File: config.mk
export PLATFORM = sky130hd
export DESIGN_NAME = cfg_slave_port
export DESIGN_NICKNAME = d
export VERILOG_FILES = /design/src/rtl/cfgp_pkg.sv /design/src/rtl/cfgp_decode.sv /design/src/rtl/cfgp_id_gate.sv /design/src/rtl/cfgp_dbg_regs.sv /design/src/rtl/cfgp_err_pulse.sv /design/src/rtl/cfg_slave_port.sv
export SDC_FILE = /design/constraint.sdc
export NUM_CORES = 1
export LEC_CHECK = 0
export ABC_AREA = 0
export BUFFER_PORTS_ARGS = -buffer_cell sky130_fd_sc_hd__clkbuf_2
export CAP_MARGIN = 20
export CORE_ASPECT_RATIO = 1.75
export CORE_UTILIZATION = 50
export DETAILED_ROUTE_END_ITERATION = 16
export PLACE_DENSITY_LB_ADDON = 0.25
export SYNTH_ARGS = -nofsm -noshare
export SYNTH_HDL_FRONTEND = slang
export SYNTH_SLANG_ARGS = --single-unit
File: constraint.sdc
create_clock -name clk_i -period 1.99 [get_ports clk_i]
set_input_delay 0.0995 -clock clk_i [delete_from_list [all_inputs] [get_ports clk_i]]
set_output_delay 0.0995 -clock clk_i [all_outputs]
set_load 0.005 [all_outputs]
File: src/rtl/cfgp_pkg.sv
package cfgp_pkg;

    typedef enum logic [1:0] {
        ACC_ADDR  = 2'b00,
        ACC_READ  = 2'b01,
        ACC_WRITE = 2'b10,
        ACC_CONF  = 2'b11
    } acc_kind_e;

    typedef enum logic [1:0] {
        IDS_WAIT = 2'b00,
        IDS_OK   = 2'b01,
        IDS_BAD  = 2'b10
    } id_state_e;

    localparam logic [2:0] MODE_NARROW = 3'b100;
    localparam logic [2:0] MODE_WIDE   = 3'b101;

    localparam int unsigned NUM_ERR      = 3;
    localparam int unsigned ERR_ID_BAD   = 0;
    localparam int unsigned ERR_ADDR_BAD = 1;
    localparam int unsigned ERR_DROPPED  = 2;

endpackage

File: src/rtl/cfgp_decode.sv
module cfgp_decode
    import cfgp_pkg::*;
#(
    parameter int unsigned DATA_W   = 16,
    parameter int unsigned NARROW_W = 8
) (
    input  logic              sel_i,
    input  logic [1:0]        kind_i,
    input  logic [DATA_W-1:0] wdata_i,
    input  logic [2:0]        mode_i,
    input  logic              soft_rst_ni,
    output logic              narrow_o,
    output logic [DATA_W-1:0] wdata_o,
    output logic              do_addr_o,
    output logic              do_read_o,
    output logic              do_write_o,
    output logic              do_conf_o
);

    localparam logic [DATA_W-1:0] NARROW_MASK =
        {{(DATA_W-NARROW_W){1'b0}}, {NARROW_W{1'b1}}};

    logic      port_on;
    logic      take;
    acc_kind_e kind;

    always_comb begin
        kind     = acc_kind_e'(kind_i);
        narrow_o = (mode_i == MODE_NARROW);
        port_on  = soft_rst_ni && ((mode_i == MODE_NARROW) || (mode_i == MODE_WIDE));
        take     = port_on && sel_i;
        wdata_o  = narrow_o ? (wdata_i & NARROW_MASK) : wdata_i;

        do_addr_o  = take && (kind == ACC_ADDR);
        do_read_o  = take && (kind == ACC_READ);
        do_write_o = take && (kind == ACC_WRITE);
        do_conf_o  = take && (kind == ACC_CONF);
    end

endmodule

File: src/rtl/cfgp_id_gate.sv
module cfgp_id_gate
    import cfgp_pkg::*;
#(
    parameter int unsigned DATA_W = 16,
    parameter int unsigned ID_W   = 4
) (
    input  logic              clk_i,
    input  logic              rst_ni,
    input  logic              clr_ni,
    input  logic              do_conf_i,
    input  logic [DATA_W-1:0] wdata_i,
    input  logic [ID_W-1:0]   dev_id_i,
    output logic              cfg_we_o,
    output logic [DATA_W-1:0] cfg_wdata_o,
    output logic              ev_id_bad_o,
    output logic              ev_drop_o,
    output id_state_e         state_o,
    output logic [ID_W-1:0]   bs_id_o
);

    localparam logic [ID_W-1:0] ID_BCAST = '1;

    typedef struct packed {
        id_state_e         st;
        logic [ID_W-1:0]   bs_id;
        logic              we;
        logic [DATA_W-1:0] wd;
    } gate_t;

    localparam gate_t GATE_RST = '{st: IDS_WAIT, bs_id: '0, we: 1'b0, wd: '0};

    gate_t           gate_d, gate_q;
    logic [ID_W-1:0] hdr_id;
    logic            hdr_ok;

    always_comb begin
        gate_d      = gate_q;
        gate_d.we   = 1'b0;
        ev_id_bad_o = 1'b0;
        ev_drop_o   = 1'b0;
        hdr_id      = wdata_i[ID_W-1:0];
        hdr_ok      = (hdr_id == dev_id_i) || (hdr_id == ID_BCAST);

        if (!clr_ni) begin
            gate_d = GATE_RST;
        end else if (do_conf_i) begin
            case (gate_q.st)
                IDS_WAIT: begin
                    gate_d.bs_id = hdr_id;
                    if (hdr_ok) begin
                        gate_d.st = IDS_OK;
                    end else begin
                        gate_d.st   = IDS_BAD;
                        ev_id_bad_o = 1'b1;
                    end
                end
                IDS_OK: begin
                    gate_d.we = 1'b1;
                    gate_d.wd = wdata_i;
                end
                default: begin
                    ev_drop_o = 1'b1;
                end
            endcase
        end
    end

    always_ff @(posedge clk_i or negedge rst_ni) begin
        if (!rst_ni) begin
            gate_q <= GATE_RST;
        end else begin
            gate_q <= gate_d;
        end
    end

    assign cfg_we_o    = gate_q.we;
    assign cfg_wdata_o = gate_q.wd;
    assign state_o     = gate_q.st;
    assign bs_id_o     = gate_q.bs_id;

endmodule

File: src/rtl/cfgp_dbg_regs.sv
module cfgp_dbg_regs
    import cfgp_pkg::*;
#(
    parameter int unsigned DATA_W   = 16,
    parameter int unsigned NARROW_W = 8,
    parameter int unsigned ID_W     = 4,
    parameter int unsigned NREG     = 4
) (
    input  logic               clk_i,
    input  logic               rst_ni,
    input  logic               clr_ni,
    input  logic               narrow_i,
    input  logic               do_addr_i,
    input  logic               do_read_i,
    input  logic               do_write_i,
    input  logic [DATA_W-1:0]  wdata_i,
    input  id_state_e          id_state_i,
    input  logic [ID_W-1:0]    bs_id_i,
    output logic [DATA_W-1:0]  rdata_o,
    output logic               rvalid_o,
    output logic [NUM_ERR-1:0] err_mask_o,
    output logic [NUM_ERR-1:0] trig_mask_o,
    output logic               ev_addr_bad_o
);

    localparam int unsigned NWR       = NREG - 1;
    localparam int unsigned STAT_ADDR = NREG - 1;
    localparam logic [DATA_W-1:0] NARROW_MASK =
        {{(DATA_W-NARROW_W){1'b0}}, {NARROW_W{1'b1}}};

    typedef struct packed {
        logic [DATA_W-1:0]          addr;
        logic [NWR-1:0][DATA_W-1:0] regs;
        logic                       rvalid;
        logic [DATA_W-1:0]          rdata;
    } dbg_t;

    localparam dbg_t DBG_RST = '{addr: '0, regs: '0, rvalid: 1'b0, rdata: '0};

    dbg_t              dbg_d, dbg_q;
    logic [NWR-1:0]    wr_hit;
    logic              in_range;
    logic [DATA_W-1:0] stat_word;
    logic [DATA_W-1:0] sel_word;

    for (genvar gi = 0; gi < NWR; gi++) begin : g_hit
        assign wr_hit[gi] = do_write_i && (dbg_q.addr == DATA_W'(gi));
    end

    always_comb begin
        stat_word           = '0;
        stat_word[ID_W-1:0] = bs_id_i;
        stat_word[ID_W]     = (id_state_i == IDS_OK);
        stat_word[ID_W+1]   = (id_state_i == IDS_BAD);

        in_range = (dbg_q.addr < DATA_W'(NREG));
        sel_word = '0;
        for (int i = 0; i < NWR; i++) begin
            if (dbg_q.addr == DATA_W'(i)) begin
                sel_word = dbg_q.regs[i];
            end
        end
        if (dbg_q.addr == DATA_W'(STAT_ADDR)) begin
            sel_word = stat_word;
        end
        if (narrow_i) begin
            sel_word = sel_word & NARROW_MASK;
        end

        ev_addr_bad_o = (do_read_i || do_write_i) && !in_range;

        dbg_d        = dbg_q;
        dbg_d.rvalid = do_read_i;
        dbg_d.rdata  = (do_read_i && in_range) ? sel_word : '0;
        if (do_addr_i) begin
            dbg_d.addr = wdata_i;
        end
        for (int i = 0; i < NWR; i++) begin
            if (wr_hit[i]) begin
                dbg_d.regs[i] = wdata_i;
            end
        end
        if (!clr_ni) begin
            dbg_d = DBG_RST;
        end
    end

    always_ff @(posedge clk_i or negedge rst_ni) begin
        if (!rst_ni) begin
            dbg_q <= DBG_RST;
        end else begin
            dbg_q <= dbg_d;
        end
    end

    assign rdata_o     = dbg_q.rdata;
    assign rvalid_o    = dbg_q.rvalid;
    assign err_mask_o  = dbg_q.regs[0][NUM_ERR-1:0];
    assign trig_mask_o = dbg_q.regs[1][NUM_ERR-1:0];

endmodule

File: src/rtl/cfgp_err_pulse.sv
module cfgp_err_pulse #(
    parameter int unsigned N = 3
) (
    input  logic         clk_i,
    input  logic         rst_ni,
    input  logic         clr_ni,
    input  logic [N-1:0] ev_i,
    input  logic [N-1:0] mask_i,
    output logic         pulse_o
);

    logic pulse_d, pulse_q;

    always_comb begin
        pulse_d = clr_ni && |(ev_i & ~mask_i);
    end

    always_ff @(posedge clk_i or negedge rst_ni) begin
        if (!rst_ni) begin
            pulse_q <= 1'b0;
        end else begin
            pulse_q <= pulse_d;
        end
    end

    assign pulse_o = pulse_q;

endmodule

File: src/rtl/cfg_slave_port.sv
module cfg_slave_port
    import cfgp_pkg::*;
#(
    parameter int unsigned DATA_W   = 16,
    parameter int unsigned NARROW_W = 8,
    parameter int unsigned ID_W     = 4,
    parameter int unsigned NREG     = 4
) (
    input  logic              clk_i,
    input  logic              hard_rst_ni,
    input  logic              soft_rst_ni,
    input  logic [2:0]        mode_i,
    input  logic [ID_W-1:0]   dev_id_i,
    input  logic              sel_i,
    input  logic [1:0]        kind_i,
    input  logic [DATA_W-1:0] wdata_i,
    output logic [DATA_W-1:0] rdata_o,
    output logic              rvalid_o,
    output logic              cfg_we_o,
    output logic [DATA_W-1:0] cfg_wdata_o,
    output logic              err_o,
    output logic              trig_o
);

    logic [2:0]         mode_d, mode_q;
    logic               narrow;
    logic [DATA_W-1:0]  wdata_eff;
    logic               do_addr, do_read, do_write, do_conf;
    logic               ev_id_bad, ev_drop, ev_addr_bad;
    logic [NUM_ERR-1:0] ev_vec;
    logic [NUM_ERR-1:0] err_mask, trig_mask;
    id_state_e          id_state;
    logic [ID_W-1:0]    bs_id;

    // Mode follows the pins only while hard reset is held.
    always_comb begin
        mode_d = hard_rst_ni ? mode_q : mode_i;
    end

    always_ff @(posedge clk_i) begin
        mode_q <= mode_d;
    end

    cfgp_decode #(
        .DATA_W   (DATA_W),
        .NARROW_W (NARROW_W)
    ) decode_i (
        .sel_i       (sel_i),
        .kind_i      (kind_i),
        .wdata_i     (wdata_i),
        .mode_i      (mode_q),
        .soft_rst_ni (soft_rst_ni),
        .narrow_o    (narrow),
        .wdata_o     (wdata_eff),
        .do_addr_o   (do_addr),
        .do_read_o   (do_read),
        .do_write_o  (do_write),
        .do_conf_o   (do_conf)
    );

    cfgp_id_gate #(
        .DATA_W (DATA_W),
        .ID_W   (ID_W)
    ) id_gate_i (
        .clk_i       (clk_i),
        .rst_ni      (hard_rst_ni),
        .clr_ni      (soft_rst_ni),
        .do_conf_i   (do_conf),
        .wdata_i     (wdata_eff),
        .dev_id_i    (dev_id_i),
        .cfg_we_o    (cfg_we_o),
        .cfg_wdata_o (cfg_wdata_o),
        .ev_id_bad_o (ev_id_bad),
        .ev_drop_o   (ev_drop),
        .state_o     (id_state),
        .bs_id_o     (bs_id)
    );

    cfgp_dbg_regs #(
        .DATA_W   (DATA_W),
        .NARROW_W (NARROW_W),
        .ID_W     (ID_W),
        .NREG     (NREG)
    ) dbg_regs_i (
        .clk_i         (clk_i),
        .rst_ni        (hard_rst_ni),
        .clr_ni        (soft_rst_ni),
        .narrow_i      (narrow),
        .do_addr_i     (do_addr),
        .do_read_i     (do_read),
        .do_write_i    (do_write),
        .wdata_i       (wdata_eff),
        .id_state_i    (id_state),
        .bs_id_i       (bs_id),
        .rdata_o       (rdata_o),
        .rvalid_o      (rvalid_o),
        .err_mask_o    (err_mask),
        .trig_mask_o   (trig_mask),
        .ev_addr_bad_o (ev_addr_bad)
    );

    always_comb begin
        ev_vec               = '0;
        ev_vec[ERR_ID_BAD]   = ev_id_bad;
        ev_vec[ERR_ADDR_BAD] = ev_addr_bad;
        ev_vec[ERR_DROPPED]  = ev_drop;
    end

    cfgp_err_pulse #(.N(NUM_ERR)) err_pulse_i (
        .clk_i   (clk_i),
        .rst_ni  (hard_rst_ni),
        .clr_ni  (soft_rst_ni),
        .ev_i    (ev_vec),
        .mask_i  (err_mask),
        .pulse_o (err_o)
    );

    cfgp_err_pulse #(.N(NUM_ERR)) trig_pulse_i (
        .clk_i   (clk_i),
        .rst_ni  (hard_rst_ni),
        .clr_ni  (soft_rst_ni),
        .ev_i    (ev_vec),
        .mask_i  (trig_mask),
        .pulse_o (trig_o)
    );

endmodule

After elaboration in Yosys (flattened, before gate mapping)
Index checks and enable logic that the tools add are counted.
{"block": "word_totals", "reg_bits": 109, "inputBits": 29, "output_inout_bits": 36, "elab_cells": 86}
{"block": "classes", "order_cmp": 1, "n_eq_ne": 19, "muxes": 24, "bitwise": 4, "reduce_logical": 25}
{"op": "two-way mux 16 bit", "count": 11}
{"op": "two-way mux 81 bit", "count": 1}
{"op": "two-way mux 23 bit", "count": 2}
{"op": "== test 16 x 2 -> 1 bit (second input constant)", "count": 2}
{"op": "two-way mux 17 bit", "count": 1}
{"op": "== test 16 x 1 -> 1 bit (second input constant)", "count": 1}
{"op": "logical NOT 16 bit", "count": 1}
{"op": "< comparator 16 x 3 -> 1 bit (second input constant)", "count": 1}
{"op": "!= test 2 x 1 -> 1 bit (second input constant)", "count": 7}
{"op": "logical AND 1 bit", "count": 13}
{"op": "two-way mux 1 bit", "count": 7}
{"op": "bitwise AND 3 bit", "count": 2}
{"op": "== test 2 bit (second input constant)", "count": 3}
{"op": "== test 3 bit (second input constant)", "count": 2}
{"op": "two-way mux 6 bit", "count": 1}
{"op": "inverter 3 bit", "count": 2}
{"op": "OR reduction 3 bit", "count": 2}
{"op": "== test 2 x 1 -> 1 bit (second input constant)", "count": 2}
{"op": "== test 4 bit", "count": 1}
{"op": "== test 4 bit (second input constant)", "count": 1}
{"op": "logical NOT 2 bit", "count": 2}
{"op": "AND reduction 2 bit", "count": 2}
{"op": "logical OR 1 bit", "count": 3}
{"op": "two-way mux 2 bit", "count": 1}
{"op": "2 further kinds", "count": 2}

Depth between registers and ports, before layout
Gate-level depths: netlist (run 1).
{"block": "depth", "depth_word": 11, "mapped_depth": 6, "depth_no_buf": 4}

By module
From an unflattened synthesis (run 1), not the netlist that was laid out.
{"block": "unflattened", "cells_unflattened": 489, "area_unflattened_um2": 5378.9}
{"mod": "cfgp_dbg_regs", "instances": 1, "cells_each": 382, "area_per_inst_um2": 4032.6, "seq_area_each_um2": 2026.9}
{"mod": "cfgp_id_gate", "instances": 1, "cells_each": 70, "area_per_inst_um2": 982.2, "seq_area_each_um2": 575.6}
{"mod": "cfgp_decode", "instances": 1, "cells_each": 23, "area_per_inst_um2": 165.2, "seq_area_each_um2": 0.0}
{"mod": "cfgp_err_pulse", "instances": 2, "cells_each": 5, "area_per_inst_um2": 52.6, "seq_area_each_um2": 25.0}
{"mod": "cfg_slave_port", "instances": 1, "cells_each": 4, "area_per_inst_um2": 93.8, "seq_area_each_um2": 90.1}

Worst setup path before layout (run 1)
No wires, ideal clock.
{"block": "synth_path", "path_kind": "register -> register", "from": "reg dbg_regs_i.dbg_q[75] (netlist bit)", "to": "reg dbg_regs_i.dbg_q[63] (netlist bit)", "setup_ns": 0.127, "arrival_ns": 1.880, "required_time_ns": 1.863, "path_slack_ns": -0.017, "stages_incl_launch_ff": 7, "n_path_buf": 2, "synth_period_minus_slack_ns": 2.007, "cell_sequence": "dfrtp_1 -> nor4_4 -> nand4b_4 -> or4b_1 -> buf_6 -> buf_12 -> mux2i_1"}
{"block": "synth_between", "elab_chain_cells": 3}
{"element": "from (decl)", "line": "cfgp_dbg_regs.sv:40", "text": "dbg_t dbg_d, dbg_q;"}
{"element": "from (signal assigned)", "line": "cfgp_dbg_regs.sv:92", "text": "dbg_q <= dbg_d;"}
{"element": "== test 16 x 2 -> 1 bit", "line": "cfgp_dbg_regs.sv:47", "text": "assign wr_hit[gi] = do_write_i && (dbg_q.addr == DATA_W'(gi));"}
{"element": "logical AND 1 bit", "line": "cfgp_dbg_regs.sv:47"}
{"element": "!= test 2 x 1 -> 1 bit (no line)"}
Every way passes these cells.
A chain may end at the register's enable or synchronous reset.

Final worst setup path (run 1)
{"block": "layout_path", "from": "reg dbg_regs_i.dbg_q[80] (netlist bit)", "to": "reg dbg_regs_i.dbg_q[54] (netlist bit)"}
Same word-level chain as after synthesis.

==> qor.txt, run 1 <==
post-synthesis sequential area ratio - 53.3%
CTS tree - done
Fill cells - 844
Primary FF master, synth - dfrtp_1
share of layout cells above drive strength 1 - 22.8%
commonest cells after routing, fill and taps aside - dfrtp_1, clkbuf_2, mux2i_1, nand2_1, nand3_1
final worst path period need - 1.92 ns
clk sink count - 109
setup TNS - 0 ns
pin count of the biggest net entering global routing - 107
Crit Reg-Reg Startpoint - dbg_regs_i.dbg_q[80]
GP Congestion - 0.879
num ports - 65
Storage cell area - 0.00274 mm²
vias in the first global route - 3816
post-synth cell types - 44
CP Capture Type - flop
Setup crit end - dbg_regs_i.dbg_q[54]
Worst EP arrival - 2.13 ns
die area - 0.0107 mm²
site row count - 48
synthesized net count - 497
Post-DP HPWL - 8.44 mm
#FFs+latches synth - 109
Longest Clk Path Bufs - 2
GRT Overall Usage - 25.0%
worst slack at placement - -0.00542 ns
Total Power - 0.00427 W
Fmax - 522 MHz
Routed Antenna Nets - 0
WL final - 12.1 mm
width of the die - 78.7 µm
reg2reg path depth - 6
Critical Path RT - 2.21 ns
Worst-Margin Slew - 0.706 ns
Startpoint Class - flop
EDFF count, synth - 3
unrepaired setup endpoints after global routing - true
Peak VDD IR - 0.460 mV
cells after synthesis - 468
Worst setup startpoint - dbg_regs_i.dbg_q[80]
Placed Cells - 628
total number of vias - 3664
Die Y - 136 µm
P_leak - 3.14 nW
Final #Nets - 550
Pre-Repair DR Iteration Count - 4
cts bufs inserted - 9
Syn Area/Cell - 11.0 µm²
Max-cap violations - 0
initial antenna violation count - 0
Root Buffer - clkbuf_16
# diodes - 0
Final WS setup - 0.0736 ns
core area - 0.00991 mm²
Layout area overhead - 13.4%
Setup Crit Path Kind - flop to flop
status - complete, no violations
Worst R2R Setup Slack - 0.07 ns
P per Cell Area - 732 mW/mm²
H-tree levels - 3
fin cells - 651
1st-iter DRT viols - 278
mean routed wirelength per cell - 18.5 µm
Slew headroom - 53.0%
final setup vio count - 0
first-pass GRT wire length - 19.7 mm
Pins Over Slew Limit - 0
Max Fanout on Critical Path - 16
Starting Density - 51.9%
yosys warns - 0
async set-reset flop share out of synthesis - 97.2%
multi-input logic area - 0.00202 mm²
commonest non-fill, non-tap cell in the layout - dfrtp_1
final period utilization - 96.3%
Final Skew - 0.00533 ns
worst hold path class - primary input to flop
Vias per Instance - 5.63
Clock transition at path regs - 0.07 ns
FF-to-FF End - dbg_regs_i.dbg_q[54]
later-pin clock latency in the skew report - 0.35 ns
Fin. Hold Viols - 0
mapped cell area - 0.00515 mm²
grt total ovfl - 0
number of port buffers - 64
DR DRC count - 0
==> worst min-delay path by stage <==
stage / start / end / depth (start not counted)
global placement: hard_rst_ni / id_gate_i.cfg_wdata_o[4] / 2
detailed placement: hard_rst_ni / id_gate_i.cfg_wdata_o[3] / 2
floorplan: hard_rst_ni / dbg_regs_i.dbg_q[20] / 0
CTS: soft_rst_ni / id_gate_i.bs_id_o[2] / 2
global route: soft_rst_ni / id_gate_i.bs_id_o[3] / 2
finish: soft_rst_ni / id_gate_i.bs_id_o[2] / 2
==> final cells by class <==
class                      instances  share of cell area, %
timing repair buffer              91                   9.82
tap                              125                   2.68
clock inverter                     3                  0.300
clock buffer                      13                   4.80
inverter                          12                  0.772
sequential                       109                   47.0
multi-input combinational        298                   34.6
==> cells by family (layout without fill, tap and decap cells) <==
| group | Yosys count | after routing | share of synthesized area, % |
|---|---|---|---|
| simple gates | 178 | 178 | 19.2 |
| flops | 109 | 109 | 53.3 |
| mux | 62 | 62 | 12.1 |
| buf+inv | 61 | 119 | 7.56 |
| compound gates | 53 | 53 | 7.08 |
| xor+xnor | 5 | 5 | 0.851 |
==> synthesized netlist by cell type (3+ instances only) <==
cell type	number	area [µm²]
buf_4	18	135
nor4b_1	3	26.3
dfrtp_1	106	2650
mux2i_1	62	621
nand4_1	4	25.0
nor4_1	6	37.5
nor2b_1	20	125
clkbuf_8	6	82.6
xor2_1	5	43.8
nor2_1	16	60.1
o32ai_1	6	52.6
a211oi_1	6	45.0
nand4_2	3	37.5
edfxtp_1	3	90.1
o211a_1	6	60.1
nand2_1	60	225
inv_1	12	45.0
nand3_1	34	170
or3_1	4	25.0
o21ai_0	24	120
nor4_4	4	85.1
buf_1	3	11.3
clkbuf_1	18	67.6
nor3_1	12	60.1
==> per-layer routing <==
| layer | global-route usage [%] | wire (µm) | vias to the layer above |
|---|---|---|---|
| li1 | - | - | 1728 |
| met4 | 13.3 | 574 | 0 |
| met5 | 0 | 0 | - |
| met2 | 45.4 | 6640 | 80 |
| met1 | 26.9 | 4460 | 1825 |
| met3 | 4.70 | 396 | 31 |
==> flip-flops by register name, indices dropped and copies added (netlist names) <==
signal	count
dbg_regs_i.err_mask_o	3
id_gate_i.state_o	2
id_gate_i.cfg_wdata_o	16
id_gate_i.cfg_we_o	1
dbg_regs_i.trig_mask_o	3
dbg_regs_i.dbg_q	58
dbg_regs_i.rvalid_o	1
dbg_regs_i.rdata_o	16
mode_q	3
err_pulse_i.pulse_o	1
trig_pulse_i.pulse_o	1
id_gate_i.bs_id_o	4
==> repair_timing <==
item,4_1_cts,5_1_grt
endpoints found under the setup margin,16,20
hold endpoints to repair,109,0
hold buffers,4,0
buffers inserted,2,1
pin swaps,2,1
gates resized for setup,0,5
==> per-stage QoR <==
stage	instance area, µm²	utilization [%]	hold WS (ns)
floorplan	5150	-	-0.196
global placement	5460	55.1	0.220
detailed placement	5460	55.1	0.225
CTS	5810	58.6	0.0282
global route	5840	58.9	0.0324
finish	5840	58.9	0.0445
==> report_power, final <==
group | internal (W) | switching, W
Sequential | 0.00224 | 0.00000805
Combinational | 0.0000831 | 0.000180
Clock | 0.000982 | 0.000780
Total | 0.00330 | 0.000968
==> critical path, cell delays in order, from the launching register on <==
cell	delay, ns
dfrtp_1	0.42
nor4_4	0.27
buf_4	0.18
nand4b_4	0.11
or4b_4	0.51
buf_12	0.18
mux2i_1	0.12
(Power assumes the default switching activity.)
==> inputs of run 2 (changes only) <==
==> constraint.sdc (replaced) <==
create_clock -name clk_i -period 1.99 [get_ports clk_i]
set_input_delay 0.199 -clock clk_i [delete_from_list [all_inputs] [get_ports clk_i]]
set_output_delay 0.199 -clock clk_i [all_outputs]
set_load 0.005 [all_outputs]
==> qor.txt, run 2 (synthesis results as in run 1) <==
status - complete, no violations
Fmax - 519 MHz
GP Congestion - 0.860
Pre-Repair DR Iteration Count - 7
core area - 0.00991 mm²
hold path endpoint - mode_q[0]
Root Buffer - clkbuf_16
WL final - 12.1 mm
Vias per Instance - 5.65
Fill cells - 855
Fin. Hold Viols - 0
Pins Over Slew Limit - 0
Routed Antenna Nets - 0
clk sink count - 109
CP bufs+invs - 1
1st-iter DRT viols - 249
CP max stage delay - 0.54 ns
worst hold path depth - 1
Max Fanout on Critical Path - 16
Util after Layout - 59.1%
worst hold path class - primary input to flop
num ports - 65
width of the die - 78.7 µm
reg2reg path depth - 5
Starting Density - 51.9%
crit-path cells - nor4_4, nand2_2, or4b_4, buf_12, mux2i_1
Critical Path RT - 2.26 ns
DR DRC count - 0
Final #Nets - 552
cts bufs inserted - 9
Final WS setup - 0.0637 ns
crit path max-delay cell type - or4b_4
delay-heaviest family, CP - simple AND/OR/NAND/NOR gates
Layout area overhead - 13.8%
Storage cell area - 0.00274 mm²
mean routed wirelength per cell - 18.5 µm
final worst path period need - 1.93 ns
initial antenna violation count - 0
FF-to-FF End - dbg_regs_i.dbg_q[64]
CP Capture Type - flop
Worst R2R Setup Slack - 0.06 ns
P per Cell Area - 729 mW/mm²
Worst-Margin Slew - 0.711 ns
later-pin clock latency in the skew report - 0.35 ns
final period utilization - 96.8%
fin cells - 653
P_leak - 3.14 nW
hold path startpoint - mode_i[0]
# diodes - 0
pin count of the biggest net entering global routing - 107
Final Skew - 0.00707 ns
unrepaired setup endpoints after global routing - true
max reg flops - 58
vias in the first global route - 3801
multi-input logic area - 0.00203 mm²
Worst EP arrival - 2.19 ns
site row count - 48
GRT Overall Usage - 24.5%
Clock transition at path regs - 0.07 ns
grt total ovfl - 0
Max-cap violations - 0
worst slack at placement - -0.00690 ns
commonest non-fill, non-tap cell in the layout - dfrtp_1
number of port buffers - 64
Setup Crit Path Kind - flop to flop
Peak VDD IR - 0.506 mV
Die Y - 136 µm
CTS tree - done
first-pass GRT wire length - 19.2 mm
die area - 0.0107 mm²
Longest Clk Path Bufs - 2
Crit Reg-Reg Startpoint - dbg_regs_i.dbg_q[71]
Reg with most FFs - dbg_regs_i.dbg_q
H-tree levels - 3
setup TNS - 0 ns
commonest cells after routing, fill and taps aside - dfrtp_1, clkbuf_2, mux2i_1, nand2_1, nand3_1
Slew headroom - 52.6%
Startpoint Class - flop
total number of vias - 3691
share of layout cells above drive strength 1 - 23.9%
final setup vio count - 0
Placed Cells - 633
Post-DP HPWL - 8.45 mm
## run 2: cell count changes in the layout (fill, tap and decap cells not counted)
cell           previous run  this run
nand4_4                   0         1
inv_4                     0         1
clkinvlp_4                1         2
or3_4                     0         1
clkbuf_8                  4         3
buf_4                    21        26
or3_1                     4         3
clkinv_4                  0         1
clkinv_2                  2         0
dlygate4sd3_1             4         1
nand4_2                   3         2
## run 2: worst register-to-register path: cells and delay by family, from the launching register on
kind                   cells  cell delay (ns)
AND/OR/NAND/NOR            3             1.07
flip-flops                 1             0.41
buffers and inverters      1             0.18
multiplexers               1             0.18
## run 2: routing by layer
metal | wire length, µm | GRT usage (%)
met5 | 0 | 0
met4 | 592 | 14.7
met3 | 407 | 4.90
met2 | 6570 | 44.9
met1 | 4510 | 25.1
## run 2: worst max-delay path by stage
stage | startpoint | end | cells past startpoint | slack (ns)
floorplan | dbg_regs_i.dbg_q[75] | dbg_regs_i.dbg_q[63] | 6 | -0.02
global placement | dbg_regs_i.dbg_q[79] | dbg_regs_i.dbg_q[52] | 5 | 0.04
detailed placement | dbg_regs_i.dbg_q[79] | dbg_regs_i.dbg_q[53] | 5 | -0.007
CTS | dbg_regs_i.dbg_q[71] | dbg_regs_i.dbg_q[64] | 5 | 0.0005
global route | dbg_regs_i.dbg_q[72] | dbg_regs_i.dbg_q[64] | 6 | -0.02
finish | dbg_regs_i.dbg_q[71] | dbg_regs_i.dbg_q[64] | 5 | 0.06
## run 2: report_power, final
part           total [W]  switching, W  internal (W)
Combinational   0.000270      0.000183     0.0000871
Clock            0.00176      0.000801      0.000955
Sequential       0.00224    0.00000801       0.00223
## run 2: repair_timing
item	CTS	global route
hold buffers	1	0
endpoints found under the hold margin	106	0
gates resized for setup	0	7
setup buffers	2	1
endpoints found under the setup margin	5	23
gates cloned	0	0
pin swaps	3	1
## run 2: area by class of cell
class / instances / area share, %
multi-input cells: 298 / 34.7
repair buffers: 93 / 9.91
clock inverters: 4 / 0.513
clock buffers: 12 / 4.55
well taps: 125 / 2.67
flip-flops and latches: 109 / 46.8
inverters: 12 / 0.769
## run 2: stage by stage
step | hold slack [ns] | area [µm²] | total power [W]
final | 0.0226 | 5860 | 0.00427
after global routing | 0.0128 | 5860 | 0.00440
after CTS | 0.0173 | 5820 | 0.00431
after detailed placement | 0.330 | 5490 | 0.00255
after global placement | 0.318 | 5490 | 0.00255
after floorplan | -0.0966 | 5150 | 0.00242
